**config.mk**
```make
export PLATFORM = sky130hd
export DESIGN_NAME = phy_setup_seq
export DESIGN_NICKNAME = d
export VERILOG_FILES = /design/src/rtl/physeq_pkg.sv /design/src/rtl/physeq_ctrl.sv /design/src/rtl/physeq_dp.sv /design/src/rtl/phy_setup_seq.sv
export SDC_FILE = /design/constraint.sdc
export NUM_CORES = 1
export LEC_CHECK = 0
export ABC_AREA = 1
export CAP_MARGIN = 15
export CELL_PAD_IN_SITES_DETAIL_PLACEMENT = 0
export CELL_PAD_IN_SITES_GLOBAL_PLACEMENT = 1
export CORE_ASPECT_RATIO = 1.2
export CORE_MARGIN = 8
export CORE_UTILIZATION = 35
export DETAILED_ROUTE_END_ITERATION = 16
export PLACE_DENSITY = 0.85
export RECOVER_POWER = 100
export SLEW_MARGIN = 20
export SYNTH_ARGS = -nofsm -noshare
export SYNTH_HDL_FRONTEND = slang
export SYNTH_SLANG_ARGS = --single-unit
```
**constraint.sdc**
```tcl
create_clock -name clk -period 1.35 [get_ports clk]
set_input_delay 0.135 -clock clk [delete_from_list [all_inputs] [get_ports clk]]
set_output_delay 0.135 -clock clk [all_outputs]
set_load 0.05 [all_outputs]
```
**src/rtl/physeq_pkg.sv**
```systemverilog
package physeq_pkg;

  typedef enum logic [2:0] {
    S_START,
    S_IDLE,
    S_RSTW,
    S_SETTLE,
    S_MODEW
  } seqState_t;

  typedef struct packed {
    logic latchCfg;
    logic loadRst;
    logic loadMode;
    logic clrReq;
    logic loadSettle;
    logic decSettle;
    logic pulseDone;
  } seqStrobe_t;

endpackage

```
**src/rtl/physeq_ctrl.sv**
```systemverilog
module physeq_ctrl
  import physeq_pkg::*;
(
  input  logic       clk,
  input  logic       rstN,
  input  logic       softRst,
  input  logic       disableAuto,
  input  logic       phyRstReq,
  input  logic       portScan,
  input  logic       wrAck,
  input  logic       settleZero,
  input  logic       wrReq,
  output seqStrobe_t st
);

  seqState_t state, nextState;

  always_comb begin
    nextState = state;
    st = '0;
    if (softRst) begin
      st.clrReq = 1'b1;
      nextState = S_START;
    end else begin
      unique case (state)
        S_START: begin
          st.latchCfg = 1'b1;
          if (disableAuto) begin
            nextState = S_IDLE;
          end else if (portScan && phyRstReq) begin
            st.loadRst = 1'b1;
            nextState = S_RSTW;
          end else begin
            st.loadMode = 1'b1;
            nextState = S_MODEW;
          end
        end
        S_RSTW: begin
          if (wrAck) begin
            st.clrReq = 1'b1;
            st.loadSettle = 1'b1;
            nextState = S_SETTLE;
          end
        end
        S_SETTLE: begin
          if (settleZero) begin
            st.loadMode = 1'b1;
            nextState = S_MODEW;
          end else begin
            st.decSettle = 1'b1;
          end
        end
        S_MODEW: begin
          if (wrAck) begin
            st.clrReq = 1'b1;
            st.pulseDone = 1'b1;
            nextState = S_IDLE;
          end
        end
        default: nextState = S_IDLE;
      endcase
    end
  end

  always_ff @(posedge clk or negedge rstN) begin
    if (!rstN) state <= S_START;
    else       state <= nextState;
  end

  // once idle, no request appears without a soft reset
  p_dormant_r2: assert property (@(posedge clk) disable iff (!rstN)
    (state == S_IDLE && !softRst) |=> !wrReq);

endmodule

```
**src/rtl/physeq_dp.sv**
```systemverilog
module physeq_dp
  import physeq_pkg::*;
#(
  parameter int DATA_W   = 16,
  parameter int ADDR_W   = 5,
  parameter int SETTLE_W = 8,
  parameter int CTRL_REG = 0,
  parameter int RST_BIT  = 15,
  parameter int ANE_BIT  = 12,
  parameter int FD_BIT   = 8
) (
  input  logic                clk,
  input  logic                rstN,
  input  seqStrobe_t          st,
  input  logic                softRst,
  input  logic                aneEn,
  input  logic                fullDup,
  input  logic                portScan,
  input  logic [SETTLE_W-1:0] settleCycles,
  input  logic                wrAck,
  output logic                wrReq,
  output logic [ADDR_W-1:0]   wrAddr,
  output logic [DATA_W-1:0]   wrData,
  output logic                setupDone,
  output logic                settleZero
);

  localparam logic [DATA_W-1:0] RST_WORD = DATA_W'(1) << RST_BIT;

  logic [DATA_W-1:0]   modeNow, modeHeld;
  logic [SETTLE_W-1:0] settleCnt;
  logic                aneEff;

  always_comb begin
    aneEff = aneEn && portScan;
    modeNow = '0;
    modeNow[ANE_BIT] = aneEff;
    modeNow[FD_BIT]  = fullDup && !aneEff;
  end

  assign wrAddr     = ADDR_W'(CTRL_REG);
  assign settleZero = (settleCnt == '0);

  always_ff @(posedge clk or negedge rstN) begin
    if (!rstN) begin
      wrReq     <= 1'b0;
      wrData    <= '0;
      modeHeld  <= '0;
      settleCnt <= '0;
      setupDone <= 1'b0;
    end else begin
      if (st.latchCfg) modeHeld <= modeNow;
      if (st.loadRst) begin
        wrReq  <= 1'b1;
        wrData <= RST_WORD;
      end else if (st.loadMode) begin
        wrReq  <= 1'b1;
        wrData <= st.latchCfg ? modeNow : modeHeld;
      end else if (st.clrReq) begin
        wrReq <= 1'b0;
      end
      if (st.loadSettle)     settleCnt <= settleCycles;
      else if (st.decSettle) settleCnt <= settleCnt - 1'b1;
      setupDone <= st.pulseDone;
    end
  end

  // request and data held until acknowledged
  p_hold_stable_r8: assert property (@(posedge clk) disable iff (!rstN)
    (wrReq && !wrAck && !softRst) |=> (wrReq && $stable(wrData)));

  // full duplex never accompanies auto-negotiation enable
  p_fd_excl_r6: assert property (@(posedge clk) disable iff (!rstN)
    wrReq |-> !(wrData[ANE_BIT] && wrData[FD_BIT]));

  // done is a single-cycle pulse
  p_done_pulse_r9: assert property (@(posedge clk) disable iff (!rstN)
    setupDone |=> !setupDone);

  // done follows an accepted frame
  p_done_after_ack_r9: assert property (@(posedge clk) disable iff (!rstN)
    setupDone |-> $past(wrReq && wrAck));

endmodule

```
**src/rtl/phy_setup_seq.sv**
```systemverilog
module phy_setup_seq
  import physeq_pkg::*;
#(
  parameter int DATA_W   = 16,
  parameter int ADDR_W   = 5,
  parameter int SETTLE_W = 8,
  parameter int CTRL_REG = 0
) (
  input  logic                clk,
  input  logic                rstN,
  input  logic                softRst,
  input  logic                disableAuto,
  input  logic                phyRstReq,
  input  logic                aneEn,
  input  logic                fullDup,
  input  logic                portScan,
  input  logic [SETTLE_W-1:0] settleCycles,
  output logic                wrReq,
  output logic [ADDR_W-1:0]   wrAddr,
  output logic [DATA_W-1:0]   wrData,
  input  logic                wrAck,
  output logic                setupDone
);

  seqStrobe_t st;
  logic       settleZero;

  physeq_ctrl i_ctrl (
    .clk(clk), .rstN(rstN), .softRst(softRst), .disableAuto(disableAuto),
    .phyRstReq(phyRstReq), .portScan(portScan), .wrAck(wrAck),
    .settleZero(settleZero), .wrReq(wrReq), .st(st)
  );

  physeq_dp #(
    .DATA_W(DATA_W), .ADDR_W(ADDR_W), .SETTLE_W(SETTLE_W), .CTRL_REG(CTRL_REG)
  ) i_dp (
    .clk(clk), .rstN(rstN), .st(st), .softRst(softRst), .aneEn(aneEn),
    .fullDup(fullDup), .portScan(portScan), .settleCycles(settleCycles),
    .wrAck(wrAck), .wrReq(wrReq), .wrAddr(wrAddr), .wrData(wrData),
    .setupDone(setupDone), .settleZero(settleZero)
  );

endmodule

```
Word-level counts from Yosys, hierarchy flattened
Cells that the tools add are included.

Output and inout port bits: 23. Register bits: 45.

$add $sub $neg: 1. Eq/ne operators: 6. Muxes and demuxes: 31. Reduce and logical (&&, ||, !) cells: 10.

Operators by type and width (number): $mux W16 (3); $mux W3 (8); $mux W8 (2); $mux W1 (12); $pmux W3 S4 (1); $logic_not A8 Y1 (1); $sub A8 B1 Y8 const B (1); $eq A3 B2 Y1 const B (2); $mux W2 (3); $ne A3 B3 Y1 const B (2); $pmux W1 S2 (2); $reduce_bool A2 Y1 (2); $eq A3 B3 Y1 const B (1); $logic_and A1 B1 Y1 (3); $logic_not A3 Y1 (1); $ne A3 B2 Y1 const B (1); $reduce_and A3 Y1 (1); $reduce_bool A3 Y1 (1); $logic_not A1 Y1 (1).

Longest topological paths before layout
Depth after elaboration: 8. Gate-level depth with buffers: 10. Mapped depth without buffers: 10.

Modules after synthesis
Synthesis repeated with hierarchy kept, for this count alone.

Cell total of the unflattened synthesis: 235. Area total of the unflattened synthesis: 2102.0 um^2.

Modules (own cells, without submodules): physeq_dp (sequential area each 1051.0 um^2, area each 1811.7 um^2, cells each 185, instances 1); physeq_ctrl (sequential area each 75.1 um^2, area each 290.3 um^2, cells each 50, instances 1).

Worst setup path after synthesis
OpenSTA, ideal clock, no wires.

Path kind: flip-flop to flip-flop. Start: register i_dp.settleCnt[0]. End: register i_dp.wrData[10]. Data required time: 1231 ps. Path slack: -84 ps. Clock period less this slack: 1434 ps. Path buffers: 1. Cell stages (with the launch flop): 11. Data arrival time: 1316 ps. Cell sequence: dfrtp_1 -> inv_1 -> ha_1 -> inv_1 -> nor2_1 -> nand3_2 -> nand2_2 -> nand2_4 -> buf_6 -> nand2_2 -> o21ai_2.

Cells in the longest elaborated chain, start to end: 5.

Ends and longest elaborated chain: start, declared (RTL line physeq_dp.sv:31) `logic [SETTLE_W-1:0] settleCnt;`; start signal, assigned (RTL line physeq_dp.sv:62) `if (st.loadSettle) settleCnt <= settleCycles;`; start signal, assigned (RTL line physeq_dp.sv:63) `else if (st.decSettle) settleCnt <= settleCnt - 1'b1;`; $logic_not A8 Y1 (RTL line physeq_dp.sv:42) `assign settleZero = (settleCnt == '0);`; $mux W1 (RTL line physeq_ctrl.sv:46) `if (settleZero) begin`; $pmux W1 S2 (RTL line physeq_ctrl.sv:25) `unique case (state)`; $mux W3 (RTL line physeq_ctrl.sv:21) `if (softRst) begin`; $reduce_bool A2 Y1 (no line); end signal, assigned (RTL line physeq_dp.sv:58) `wrData <= st.latchCfg ? modeNow : modeHeld;`; end, declared (RTL line physeq_dp.sv:23) `output logic [DATA_W-1:0] wrData,`.

No other way between the ends. A chain may end at the register's enable or synchronous reset.

Worst setup path in the final report
Start: register i_dp.settleCnt[0]. End: register i_dp.wrData[11].

Same word-level chain as after synthesis.

==> flow_summary.html <==
<table>
<tr><th>Metric</th><th>Value</th></tr>
<tr><th colspan="2">Logic synthesis</th></tr>
<tr><td>Synth Flop Type</td><td>sky130_fd_sc_hd__dfrtp_1</td></tr>
<tr><td>Number of instances in the synthesized netlist</td><td>264</td></tr>
<tr><td>Yosys Warn Count</td><td>0</td></tr>
<tr><td>Post-synth design cell area</td><td>2250 sq um</td></tr>
<tr><td>Share of synthesized registers carrying an async set or reset</td><td>1.00</td></tr>
<tr><td>Number of synthesized register bits</td><td>45</td></tr>
<tr><td>Mean area per synthesized cell</td><td>8.52 sq um</td></tr>
<tr><td>Post-synthesis cell type count</td><td>25</td></tr>
<tr><td>Number of flops mapped to enable cells by yosys</td><td>0</td></tr>
<tr><td>Sequential element share of the synthesized area</td><td>0.501</td></tr>
<tr><th colspan="2">Timing</th></tr>
<tr><td>Final hold vios</td><td>0</td></tr>
<tr><td>Worst slew margin</td><td>0.598</td></tr>
<tr><td>Setup Viol. Count Final</td><td>22</td></tr>
<tr><td>Final period demand of the worst path</td><td>1.41 ns</td></tr>
<tr><td>Tightest Pin Transition</td><td>0.603 ns</td></tr>
<tr><td>Max Fclk</td><td>710 MHz</td></tr>
<tr><td>Clock skew</td><td>0.00236 ns</td></tr>
<tr><td>Worst setup slack after layout</td><td>-0.0582 ns</td></tr>
<tr><td>Final critical-path share of the clock period</td><td>1.04</td></tr>
<tr><td>Final number of max-transition violations</td><td>0</td></tr>
<tr><td>Setup repair after global routing missed its margin</td><td>yes</td></tr>
<tr><td>Min Hold Slack</td><td>0.449 ns</td></tr>
<tr><th colspan="2">Setup path</th></tr>
<tr><td>Setup crit start kind</td><td>flip-flop</td></tr>
<tr><td>Required time worst endpoint</td><td>1.54 ns</td></tr>
<tr><td>Type of element capturing the critical path</td><td>flip-flop</td></tr>
<tr><td>CP top delay family</td><td>simple AND/OR/NAND/NOR gates</td></tr>
<tr><td>Signal arrival time at the worst endpoint</td><td>1.60 ns</td></tr>
<tr><td>Series of cell instances along the critical path</td><td>inv_2 -&gt; ha_4 -&gt; inv_2 -&gt; nor2_4 -&gt; nand3_4 -&gt; nand2_4 -&gt; nand2_8 -&gt; clkbuf_16 -&gt; nand2_4 -&gt; o21ai_2</td></tr>
<tr><td>Cell type of the slowest stage on the worst timing path</td><td>sky130_fd_sc_hd__dfrtp_1</td></tr>
<tr><td>Class of the most critical setup path</td><td>reg -&gt; reg</td></tr>
<tr><td>Crit path buffers/inverters</td><td>3</td></tr>
<tr><td>Worst R2R Setup Slack</td><td>-0.06 ns</td></tr>
<tr><td>Critical-path maximum fanout</td><td>7</td></tr>
<tr><td>Largest stage delay, worst path</td><td>0.41 ns</td></tr>
<tr><th colspan="2">Place</th></tr>
<tr><td>RePlAce Congestion</td><td>0.806</td></tr>
<tr><td>Half-perimeter wire length of the detailed placement result</td><td>3460 um</td></tr>
<tr><td>Worst setup timing slack at the placement stage</td><td>-0.137 ns</td></tr>
<tr><td>Number of port buffers</td><td>34</td></tr>
<tr><th colspan="2">Power</th></tr>
<tr><td>Pwr per Cell Area</td><td>1340 nW/um^2</td></tr>
<tr><td>Max IR drop VDD</td><td>0.810 mV</td></tr>
<tr><td>Leakage Power</td><td>0.00170 uW</td></tr>
<tr><th colspan="2">Finish</th></tr>
<tr><td>Area added between synthesis and finish</td><td>42.7%</td></tr>
<tr><td>Fraction of layout cells with a size suffix above 1</td><td>0.373</td></tr>
<tr><td>Ant. Diodes</td><td>0</td></tr>
<tr><td>Final layout net count</td><td>350</td></tr>
<tr><td>Number of inserted filler cells in the final layout</td><td>618</td></tr>
<tr><th colspan="2">CTS</th></tr>
<tr><td>Number of buffers added by the clock tree synthesis step</td><td>5</td></tr>
<tr><td>Clock slew at reported path FFs</td><td>0.09 ns</td></tr>
<tr><td>CTS max path bufs</td><td>2</td></tr>
<tr><td>Sink count of the clock tree</td><td>45</td></tr>
<tr><td>Clock root cell</td><td>sky130_fd_sc_hd__clkbuf_8</td></tr>
<tr><td>Clk_lat worst skew</td><td>0.29 ns</td></tr>
<tr><td># H-tree levels</td><td>2</td></tr>
<tr><td>TritonCTS clock tree</td><td>done</td></tr>
<tr><th colspan="2">Floorplan</th></tr>
<tr><td>Die outline height</td><td>104 um</td></tr>
<tr><td>Die X</td><td>89.2 um</td></tr>
<tr><td>Top Ports</td><td>40</td></tr>
<tr><td>Starting utilization of the core area</td><td>0.355</td></tr>
<tr><td>Row Count</td><td>32</td></tr>
<tr><td>Total die area</td><td>9260 sq um</td></tr>
<tr><td>Core region area</td><td>6330 sq um</td></tr>
<tr><th colspan="2">Worst hold path</th></tr>
<tr><td>Worst min path class</td><td>in -&gt; reg</td></tr>
<tr><th colspan="2">GRT</th></tr>
<tr><td>First-pass GRT wire length</td><td>8160 um</td></tr>
<tr><td>Pin count of the biggest net entering global routing</td><td>46</td></tr>
<tr><td>Total global routing track utilization</td><td>0.109</td></tr>
<tr><td>Antenna violations before repair</td><td>0</td></tr>
<tr><td>GRT overflow</td><td>0</td></tr>
<tr><td>Vias in the first global route</td><td>1,833</td></tr>
<tr><th colspan="2">Detailed routing</th></tr>
<tr><td>1st-pass router iterations</td><td>4</td></tr>
<tr><td>Count of unresolved DRC violations after routing</td><td>0</td></tr>
<tr><td>Count of vias placed by the detailed router</td><td>1,842</td></tr>
<tr><td>Number of DRC markers after the initial detailed-route iteration</td><td>58</td></tr>
<tr><td>Vias/cell</td><td>4.42</td></tr>
<tr><td>Post-route antenna net violation count</td><td>0</td></tr>
<tr><td>Wire length reported by the detailed router</td><td>4900 um</td></tr>
<tr><td>Routed wirelength normalized by instance count</td><td>11.8 um</td></tr>
<tr><th colspan="2">Job</th></tr>
<tr><td>Number of max-cap violations</td><td>0</td></tr>
<tr><th colspan="2">Status</th></tr>
<tr><td>Violated checks</td><td>negative setup slack</td></tr>
<tr><td>Status</td><td>finished with violations</td></tr>
</table>
## power breakdown
part / internal, uW / switching [uW]
Clock: 367 / 461
Combinational: 820 / 1050
Sequential: 1490 / 102
## cell type report
type / count / area [sq um] / area share
Inverter: 37 / 163 / 0.0507
Timing Repair inverter: 1 / 5.00 / 0.00156
Tap cell: 85 / 106 / 0.0331
Multi-Input combinational cell: 178 / 1060 / 0.331
Clock inverter: 3 / 21.3 / 0.00663
Timing Repair Buffer: 63 / 657 / 0.205
Clock buffer: 5 / 68.8 / 0.0214
Sequential cell: 45 / 1130 / 0.351
## cell families (layout without fill, tap and decap cells)
group | after synthesis | after routing | share of synthesized area
buffers and inverters | 46 | 109 | 0.105
other | 1 | 5 | 0.00167
and+or+nand+nor | 145 | 146 | 0.299
xor gates and xnor gates | 1 | 1 | 0.00390
AOI/OAI and AO/OA | 24 | 24 | 0.0785
adders and majority gates | 2 | 2 | 0.0111
DFF | 45 | 45 | 0.501
## registers in the layout (all words and copies together), names as in the netlist
| register | cells |
|---|---|
| i_dp.wrReq | 1 |
| i_dp.wrData | 16 |
| i_dp.modeHeld | 16 |
| i_dp.setupDone | 1 |
| i_dp.settleCnt | 8 |
| i_ctrl.state | 3 |
## path summary, 6_finish.rpt
check                                   from                end  depth (start not counted)
max                        i_dp.settleCnt[0]    i_dp.wrData[11]                         10
min                                  fullDup   i_dp.modeHeld[8]                          3
max reg2reg                i_dp.settleCnt[0]    i_dp.wrData[11]                         10
min reg2reg                i_dp.modeHeld[15]  i_dp.modeHeld[15]                          2
max in group asynchronous               rstN         i_dp.wrReq                          3
min in group asynchronous               rstN  i_dp.settleCnt[7]                          3
## layout by cell type (no fill, tap or decap), drive strengths merged, types with 2 or more instances in the layout
cell / instances
buf: 34
nand3: 14
dfrtp: 45
o21ai: 23
ha: 2
nor2: 24
inv: 36
clkdlybuf4s50: 15
conb: 5
clkinv: 3
nand2: 105
clkbuf: 18
## cells in the mapped netlist, types with 3 or more instances
master / count / area, sq um
sky130_fd_sc_hd__buf_4: 6 / 45.0
sky130_fd_sc_hd__buf_6: 3 / 33.8
sky130_fd_sc_hd__dfrtp_1: 45 / 1130
sky130_fd_sc_hd__inv_1: 32 / 120
sky130_fd_sc_hd__nand2_1: 87 / 327
sky130_fd_sc_hd__nand2_2: 16 / 100
sky130_fd_sc_hd__nand3_1: 9 / 45.0
sky130_fd_sc_hd__nand3_2: 3 / 30.0
sky130_fd_sc_hd__nor2_1: 21 / 78.8
sky130_fd_sc_hd__nor2_4: 3 / 33.8
sky130_fd_sc_hd__o21ai_0: 6 / 30.0
sky130_fd_sc_hd__o21ai_2: 15 / 131
## repair_timing
action                                  in CTS  in global routing
pin swaps                                    6                  7
endpoints found under the setup margin      26                 35
hold endpoints to repair                    45                  0
buffers inserted                             3                  1
cloned                                       1                  3
resized for setup                           11                 32
hold buffers                                 1                  0
## worst register-to-register path: cells and delay by family, from the launching register on
family | cells | cell delay (ns)
AOI/OAI and AO/OA | 1 | 0.04
adders and majority gates | 1 | 0.13
buffers and inverters | 3 | 0.30
DFF | 1 | 0.41
and+or+nand+nor | 5 | 0.44
## per-stage QoR
stage / TNS (ns) / total power, uW / instances / area, sq um / utilization
floorplan: 0 / 2660 / 268 / 2270 / -
global placement: -2.50 / 3290 / 400 / 3000 / 0.474
detailed placement: -3.71 / 3310 / 400 / 3000 / 0.474
CTS: -1.07 / 4220 / 413 / 3180 / 0.503
global route: -3.03 / 4610 / 417 / 3210 / 0.507
finish: -0.817 / 4300 / 417 / 3210 / 0.507
## layer usage
metal	routed length (um)	global-route usage
met1	2050	0.129
met4	72	0.0310
met3	185	0.0300
met2	2600	0.184
met5	0	0
(Power assumes the default switching activity.)
